## src/rtl/lsu_pkg.sv

```systemverilog
package lsu_pkg;
  typedef enum logic [1:0] {
    SZ_BYTE = 2'b00,
    SZ_HALF = 2'b01,
    SZ_WORD = 2'b10,
    SZ_BAD  = 2'b11
  } acc_size_e;

  localparam int unsigned LANE_W = 8;
endpackage

```

## src/rtl/lsu_lane_decode.sv

```systemverilog
// Maps the low address bits and the byte-order mode to lane indices,
// byte strobes and an alignment flag.
module lsu_lane_decode
  import lsu_pkg::*;
#(
  parameter int unsigned NLANES = 4,
  localparam int unsigned LW = $clog2(NLANES)
) (
  input  logic              big,
  input  acc_size_e         size,
  input  logic [LW-1:0]     lo_addr,
  output logic [LW-1:0]     byte_idx,
  output logic [LW-2:0]     half_idx,
  output logic [NLANES-1:0] strobe,
  output logic              misaligned
);
  // Big-endian mirrors the lane order inside the word.
  assign byte_idx = lo_addr ^ {LW{big}};
  assign half_idx = lo_addr[LW-1:1] ^ {(LW-1){big}};

  for (genvar i = 0; i < NLANES; i++) begin : g_lane
    always_comb begin
      unique case (size)
        SZ_BYTE: strobe[i] = (byte_idx == LW'(i));
        SZ_HALF: strobe[i] = (half_idx == (LW-1)'(i / 2));
        SZ_WORD: strobe[i] = 1'b1;
        default: strobe[i] = 1'b0;
      endcase
    end
  end

  always_comb begin
    unique case (size)
      SZ_BYTE: misaligned = 1'b0;
      SZ_HALF: misaligned = lo_addr[0];
      SZ_WORD: misaligned = |lo_addr;
      default: misaligned = 1'b1;
    endcase
  end
endmodule

```

## src/rtl/lsu_store_align.sv

```systemverilog
// Copies the store operand across every lane position it may occupy.
module lsu_store_align
  import lsu_pkg::*;
#(
  parameter int unsigned DATA_W = 32,
  localparam int unsigned NLANES = DATA_W / LANE_W
) (
  input  acc_size_e         size,
  input  logic [DATA_W-1:0] wdata,
  output logic [DATA_W-1:0] lane_data
);
  for (genvar i = 0; i < NLANES; i++) begin : g_lane
    always_comb begin
      unique case (size)
        SZ_BYTE: lane_data[i*LANE_W +: LANE_W] = wdata[LANE_W-1:0];
        SZ_HALF: lane_data[i*LANE_W +: LANE_W] = wdata[(i%2)*LANE_W +: LANE_W];
        default: lane_data[i*LANE_W +: LANE_W] = wdata[i*LANE_W +: LANE_W];
      endcase
    end
  end
endmodule

```

## src/rtl/lsu_load_extract.sv

```systemverilog
// Picks the addressed byte or halfword from the read word and zero-extends.
module lsu_load_extract
  import lsu_pkg::*;
#(
  parameter int unsigned DATA_W = 32,
  localparam int unsigned NLANES = DATA_W / LANE_W,
  localparam int unsigned LW = $clog2(NLANES)
) (
  input  acc_size_e         size,
  input  logic [LW-1:0]     byte_idx,
  input  logic [LW-2:0]     half_idx,
  input  logic [DATA_W-1:0] rdata,
  output logic [DATA_W-1:0] result
);
  logic [LANE_W-1:0]   sel_byte;
  logic [2*LANE_W-1:0] sel_half;

  assign sel_byte = rdata[byte_idx*LANE_W +: LANE_W];
  assign sel_half = rdata[half_idx*(2*LANE_W) +: 2*LANE_W];

  always_comb begin
    unique case (size)
      SZ_BYTE: result = {{(DATA_W-LANE_W){1'b0}}, sel_byte};
      SZ_HALF: result = {{(DATA_W-2*LANE_W){1'b0}}, sel_half};
      SZ_WORD: result = rdata;
      default: result = '0;
    endcase
  end
endmodule

```

## src/rtl/lsu_rsp_stage.sv

```systemverilog
// One-entry registered response slot with valid/ready on both sides.
module lsu_rsp_stage #(
  parameter int unsigned DATA_W = 32
) (
  input  logic              clk,
  input  logic              rst_n,
  input  logic              in_valid,
  output logic              in_ready,
  input  logic [DATA_W-1:0] in_data,
  input  logic              in_err,
  output logic              out_valid,
  input  logic              out_ready,
  output logic [DATA_W-1:0] out_data,
  output logic              out_err
);
  assign in_ready = !out_valid || out_ready;

  always_ff @(posedge clk) begin
    if (!rst_n) begin
      out_valid <= 1'b0;
      out_data  <= '0;
      out_err   <= 1'b0;
    end else if (in_valid && in_ready) begin
      out_valid <= 1'b1;
      out_data  <= in_data;
      out_err   <= in_err;
    end else if (out_ready) begin
      out_valid <= 1'b0;
    end
  end
endmodule

```

## src/rtl/endian_lane_lsu.sv

```systemverilog
module endian_lane_lsu
  import lsu_pkg::*;
#(
  parameter int unsigned ADDR_W = 32,
  parameter int unsigned DATA_W = 32,
  localparam int unsigned NLANES = DATA_W / LANE_W,
  localparam int unsigned LW = $clog2(NLANES)
) (
  input  logic              clk,
  input  logic              rst_n,
  input  logic              cfg_big_endian,
  input  logic              req_valid,
  output logic              req_ready,
  input  logic              req_write,
  input  logic [1:0]        req_size,
  input  logic [ADDR_W-1:0] req_addr,
  input  logic [DATA_W-1:0] req_wdata,
  output logic [ADDR_W-1:0] mem_addr,
  output logic              mem_we,
  output logic              mem_re,
  output logic [NLANES-1:0] mem_be,
  output logic [DATA_W-1:0] mem_wdata,
  input  logic [DATA_W-1:0] mem_rdata,
  output logic              rsp_valid,
  input  logic              rsp_ready,
  output logic [DATA_W-1:0] rsp_data,
  output logic              rsp_err
);
  logic              big_q;
  acc_size_e         size;
  logic [LW-1:0]     byte_idx;
  logic [LW-2:0]     half_idx;
  logic [NLANES-1:0] strobe;
  logic              misaligned;
  logic [DATA_W-1:0] load_val;
  logic [DATA_W-1:0] rsp_next;
  logic              take;

  // Byte order follows the pin while reset is held, then stays put.
  always_ff @(posedge clk) begin
    if (!rst_n) big_q <= cfg_big_endian;
  end

  assign size = acc_size_e'(req_size);
  assign take = req_valid && req_ready;

  lsu_lane_decode #(.NLANES(NLANES)) u_dec (
    .big        (big_q),
    .size       (size),
    .lo_addr    (req_addr[LW-1:0]),
    .byte_idx   (byte_idx),
    .half_idx   (half_idx),
    .strobe     (strobe),
    .misaligned (misaligned)
  );

  lsu_store_align #(.DATA_W(DATA_W)) u_st (
    .size      (size),
    .wdata     (req_wdata),
    .lane_data (mem_wdata)
  );

  lsu_load_extract #(.DATA_W(DATA_W)) u_ld (
    .size     (size),
    .byte_idx (byte_idx),
    .half_idx (half_idx),
    .rdata    (mem_rdata),
    .result   (load_val)
  );

  assign mem_addr = {req_addr[ADDR_W-1:LW], {LW{1'b0}}};
  assign mem_be   = strobe;
  assign mem_we   = take && req_write && !misaligned;
  assign mem_re   = take && !req_write && !misaligned;
  assign rsp_next = (req_write || misaligned) ? '0 : load_val;

  lsu_rsp_stage #(.DATA_W(DATA_W)) u_rsp (
    .clk       (clk),
    .rst_n     (rst_n),
    .in_valid  (req_valid),
    .in_ready  (req_ready),
    .in_data   (rsp_next),
    .in_err    (misaligned),
    .out_valid (rsp_valid),
    .out_ready (rsp_ready),
    .out_data  (rsp_data),
    .out_err   (rsp_err)
  );
endmodule

```

## config.mk

```make
export PLATFORM = sky130hd
export DESIGN_NAME = endian_lane_lsu
export DESIGN_NICKNAME = d
export VERILOG_FILES = /design/src/rtl/lsu_pkg.sv /design/src/rtl/lsu_lane_decode.sv /design/src/rtl/lsu_store_align.sv /design/src/rtl/lsu_load_extract.sv /design/src/rtl/lsu_rsp_stage.sv /design/src/rtl/endian_lane_lsu.sv
export SDC_FILE = /design/constraint.sdc
export NUM_CORES = 1
export LEC_CHECK = 0
export BUFFER_PORTS_ARGS = -buffer_cell sky130_fd_sc_hd__buf_4
export CORE_MARGIN = 2
export CORE_UTILIZATION = 45
export CTS_BUF_LIST = sky130_fd_sc_hd__clkbuf_4 sky130_fd_sc_hd__clkbuf_8
export DETAILED_ROUTE_END_ITERATION = 12
export PLACE_DENSITY = 0.9
export REMOVE_ABC_BUFFERS = 1
export SYNTH_ARGS = -nofsm -noshare
export SYNTH_HDL_FRONTEND = slang
export SYNTH_HIERARCHICAL = 1
export SYNTH_SLANG_ARGS = --single-unit
```

## constraint.sdc

```tcl
create_clock -name clk -period 2 [get_ports clk]
set_input_delay 0.2 -clock clk [delete_from_list [all_inputs] [get_ports clk]]
set_output_delay 0.2 -clock clk [all_outputs]
set_load 0.02 [all_outputs]
```

Yosys cells after proc, flatten, opt, wreduce, memory -nomap -nowiden:

Cells that the tools add are included.
W data, S select, Z words.

* register bits: 35
* word-level logic and storage cells: 41
* input port bits: 104

* bitwise logic cells: 3
* shift-type cells: 2
* equal/unequal tests: 5
* reductions and logical operators: 15
* mux-type cells: 12

Operators by type and width (number)
* $pmux W32 S3: 1
* $mux W32: 1
* $shiftx A32 B6 Y16: 1
* $shiftx A32 B6 Y8: 1
* $mux W8: 2
* $pmux W8 S2: 1
* $pmux W1 S3: 5
* $eq A2 B2 Y1 const B: 3
* $logic_and A1 B1 Y1: 5
* $eq A2 B1 Y1 const B: 2
* $logic_not A2 Y1: 2
* $reduce_or A2 Y1: 2
* $logic_not A1 Y1: 3
* $logic_or A1 B1 Y1: 2
* $mux W1: 2
* $reduce_bool A2 Y1: 1
* $xor A2 B2 Y2: 1
* $not A1 Y1: 1
* $xor A1 B1 Y1: 1

Depth between registers and ports, before layout:

* word-level depth: 5
* gate-level depth with buffers: 10
* gate-level depth less buffers: 8

By module:

Netlist, hierarchy kept.

Modules (own cells, without submodules)
* lsu_rsp_stage: area each 1395.1 um^2, seq. area each 680.7 um^2, cells an instance 148, times used 1
* endian_lane_lsu: area each 777.0 um^2, seq. area each 30.0 um^2, cells an instance 77, times used 1
* lsu_load_extract: area each 701.9 um^2, seq. area each 0.0 um^2, cells an instance 91, times used 1
* lsu_store_align: area each 464.2 um^2, seq. area each 0.0 um^2, cells an instance 53, times used 1
* lsu_lane_decode: area each 105.1 um^2, seq. area each 0.0 um^2, cells an instance 14, times used 1

Least setup slack after synthesis:

OpenSTA, ideal clock, no wires.

* path kind: register to register
* start: register big_q
* end: register u_rsp.out_data[7]
* slack: 116 ps
* library setup time: 118 ps
* data required time: 1882 ps
* cell stages (with the launch flop): 11
* data arrival time: 1766 ps
* path through: edfxtp_1 xnor2_2 inv_2 buf_4 buf_6 mux4_2 nand2_1 o211ai_1 nor3b_2 nand2_1 mux2i_1

* word-level cells in the longest chain between the ends: 4
* elaborated cells between the ends (all ways): 6
* those cells by class: 2 x shift; 2 x mux; 2 x bitwise

Ends and longest elaborated chain
* from (decl): line endian_lane_lsu.sv:29 `logic big_q;`
* from (signal assigned): line endian_lane_lsu.sv:41 `if (!rst_n) big_q <= cfg_big_endian;`
* $xor A1 B1 Y1: line lsu_lane_decode.sv:19 `assign half_idx = lo_addr[LW-1:1] ^ {(LW-1){big}};`
* named net half_idx: line endian_lane_lsu.sv:32 `logic [LW-2:0] half_idx;`
* $shiftx A32 B6 Y16: line lsu_load_extract.sv:19 `assign sel_half = rdata[half_idx*(2*LANE_W) +: 2*LANE_W];`
* $pmux W32 S3: line lsu_load_extract.sv:22 `unique case (size)`
* named net load_val[7]: line endian_lane_lsu.sv:35 `logic [DATA_W-1:0] load_val;`
* $mux W32: line endian_lane_lsu.sv:75 `assign rsp_next = (req_write || misaligned) ? '0 : load_val;`
* named net rsp_next[7]: line endian_lane_lsu.sv:36 `logic [DATA_W-1:0] rsp_next;`
* to (signal assigned): line lsu_rsp_stage.sv:25 `out_data <= in_data;`
* to (decl): line lsu_rsp_stage.sv:13 `output logic [DATA_W-1:0] out_data,`

The timed path passes the listed nets, and every way through them passes these cells.
A chain may end at the register's enable or synchronous reset.

Final worst setup path:

* start: register big_q
* end: register u_rsp.out_data[13]

Same word-level chain as after synthesis.

==> results.ini <==
[pwr]
power_mw=2.21
irDropWorstVdd_mv=0.237
power.density_mw_per_mm2=504
p_leak_nw=1.96

[timing]
rsz0062_at_grt=true
fmax_ghz=0.507
finalCriticalPeriod_ns=1.97
clock_skew_ns=0.00365
setup_violations=0
hold_viol=0
fin_crit_sh_pct=98.7
slew_viol_final=0
relSlewSlack_pct=55.1
worst_slew_pin_slew_ns=0.674

[worst_setup_path]
cp_max_fo=8
r2r-start=big_q$_DFFE_PN_
r2r_slack_ns=0.03
critPathCaptureType=register
reg2reg_depth=9
critPathKind=register to register
required_ns=2.22
endpoint=u_rsp/out_data[13]$_SDFFE_PN0P_
critPathLaunch=big_q$_DFFE_PN_
cp-start-kind=register
worstPathArrival_ns=2.20
r2r_end=u_rsp/out_data[13]$_SDFFE_PN0P_

[floorplan]
ios=209
rows=31
start_util_pct=47.0
chipHeight_um=91.5
dieArea_mm2=0.00837
core_mm2=0.00733
die-width_um=91.5

[status]
outcome=finished, final reports clean

[routing]
via_count=3095
viasPerCell=5.29
first_iter_violations=211
wl_um=10900
drtAntennaViolNets=0
wl_per_cell_um=18.7
drcViolationCount=0
dr.pass1.iters=4

[cells_and_area]
syn2layout_area_growth_pct=27.4
stdcell_count=585
fin_area_mm2=0.00439
drive_above_1_share_pct=49.4
fin_nets=589
antennaDiodeCount=0

[global_routing]
grt_pass1_wl_um=16100
grt.overflow.total=0
grt_pass1_vias=3028
grt_usage_pct=24.4
grt_max_degree=69
antenna_found_initial=0

[yosys]
synthCells=383
yosysWarnings=6
yosysUniqueCellTypes=34
syn_area_mm2=0.00344
synth_edf_count=1
avgSynthCellArea_um2=8.99
ys_seq_elements=35
synth-seq-area-share_pct=20.6
async_flop_share_pct=0
synthFlopType=dfxtp_1

[flow_run]
maxCapViolCount=0

[placement]
port_buffers=146
place_congestion=0.839
dp.cells=570
dp_hpwl_um=8220
post_dp_cell_area_mm2=0.00419

[cts]
hold_buffers=0
cts_buffers=5
cts_num_sinks=35
clk-insertion-delay-late_ns=0.29
cts-root-buf=clkbuf_8
cts_max_level=2
tritoncts=yes
clk_pin_slew_ns=0.07
cts_buffer_depth=2

[hold_path]
hold_path_class=input port to register

## kinds of logic (layout without fill, tap and decap cells)
group / Yosys count / after routing / share of synthesized area, %
compound gates: 31 / 31 / 5.78
xor+xnor: 2 / 2 / 0.727
buf+inv: 77 / 179 / 17.7
flops: 35 / 35 / 20.6
mux: 81 / 81 / 27.5
other cells: 1 / 2 / 0.109
simple gates: 156 / 156 / 27.6
## layout make-up
class / instances / area (um2)
tap: 99 / 124
clock buffer: 8 / 104
timing repair buffer: 165 / 1260
multi-input combinational: 272 / 2160
inverter: 5 / 23.8
fill: 611 / 2940
sequential: 35 / 711
timing repair inverter: 1 / 5.00
## stage by stage
stage	utilization [%]	hold slack, ns	setup WS [ns]	TNS (ns)
2_1_floorplan	-	0.299	-0.151	-0.751
5_1_grt	59.9	0.0821	-0.0739	-0.579
3_5_place_dp	57.2	0.387	-0.0438	-0.180
3_3_place_gp	57.2	0.379	0.0263	0
6_report	59.9	0.0934	0.0268	0
4_1_cts	58.6	0.0870	0.00944	0
## how the worst min path moves through the flow
stage | startpoint | endpoint | slack (ns) | depth (start not counted)
final | cfg_big_endian | big_q$_DFFE_PN_ | 0.09 | 1
after global routing | cfg_big_endian | big_q$_DFFE_PN_ | 0.08 | 1
after CTS | cfg_big_endian | big_q$_DFFE_PN_ | 0.09 | 1
after detailed placement | cfg_big_endian | big_q$_DFFE_PN_ | 0.39 | 1
after global placement | cfg_big_endian | big_q$_DFFE_PN_ | 0.38 | 1
after floorplan | cfg_big_endian | big_q$_DFFE_PN_ | 0.30 | 0
## placed cells by master, fill, tap and decap left out, types with 2 or more instances in the layout
master,n
dfxtp_1,34
mux2_2,12
nor2_1,2
nand2_1,98
mux4_2,8
buf_4,163
clkbuf_8,7
a221oi_2,2
nor3b_2,30
inv_1,3
o21ai_0,16
conb_1,2
and2_1,17
mux2i_1,57
nor3b_1,2
mux2_4,4
o211ai_1,8
a221oi_1,2
## sequential cells by signal, indices dropped and copies added (netlist names)
signal           count
u_rsp/out_valid      1
big_q                1
u_rsp/out_data      32
u_rsp/out_err        1
## timing repair
item / 4_1_cts / 5_1_grt
resized for setup: 1 / 7
cloned: 0 / 1
setup endpoints to repair: 8 / 11
pin swaps: 0 / 5
buffers inserted: 0 / 6
## Yosys cell counts (5+ instances only)
cell type	number	area, um2
buf_6	13	146
clkbuf_1	5	18.8
buf_4	44	330
buf_2	7	35.0
o211ai_1	8	60.1
dfxtp_1	34	681
o21ai_0	16	80.1
nor3b_2	30	375
nand2_1	98	368
mux4_2	8	180
and2_1	17	106
mux2i_1	57	571
mux2_2	12	135
## power by group
group	internal, mW	switching (mW)
Sequential	0.714	0.0109
Combinational	0.450	0.444
Clock	0.328	0.267
## routing by layer
metal  vias to the layer above  GRT usage, %  part of all wire, %
met5                         -          6.41                 0.53
met4                         2          7.20                  1.5
met3                        21          9.38                  9.0
met2                       148          36.4                   47
met1                      1458          32.0                   41
li1                       1466             -                    -
## worst max-delay path, stage by stage, from the launching register on
cell	delay (ns)
edfxtp_1	0.50
xnor2_4	0.25
clkinv_4	0.15
buf_8	0.16
buf_4	0.14
mux2i_1	0.11
o21ai_0	0.18
nor3b_2	0.21
nand2_1	0.07
mux2i_1	0.14
No activity file was read; power rests on OpenSTA's default activity.
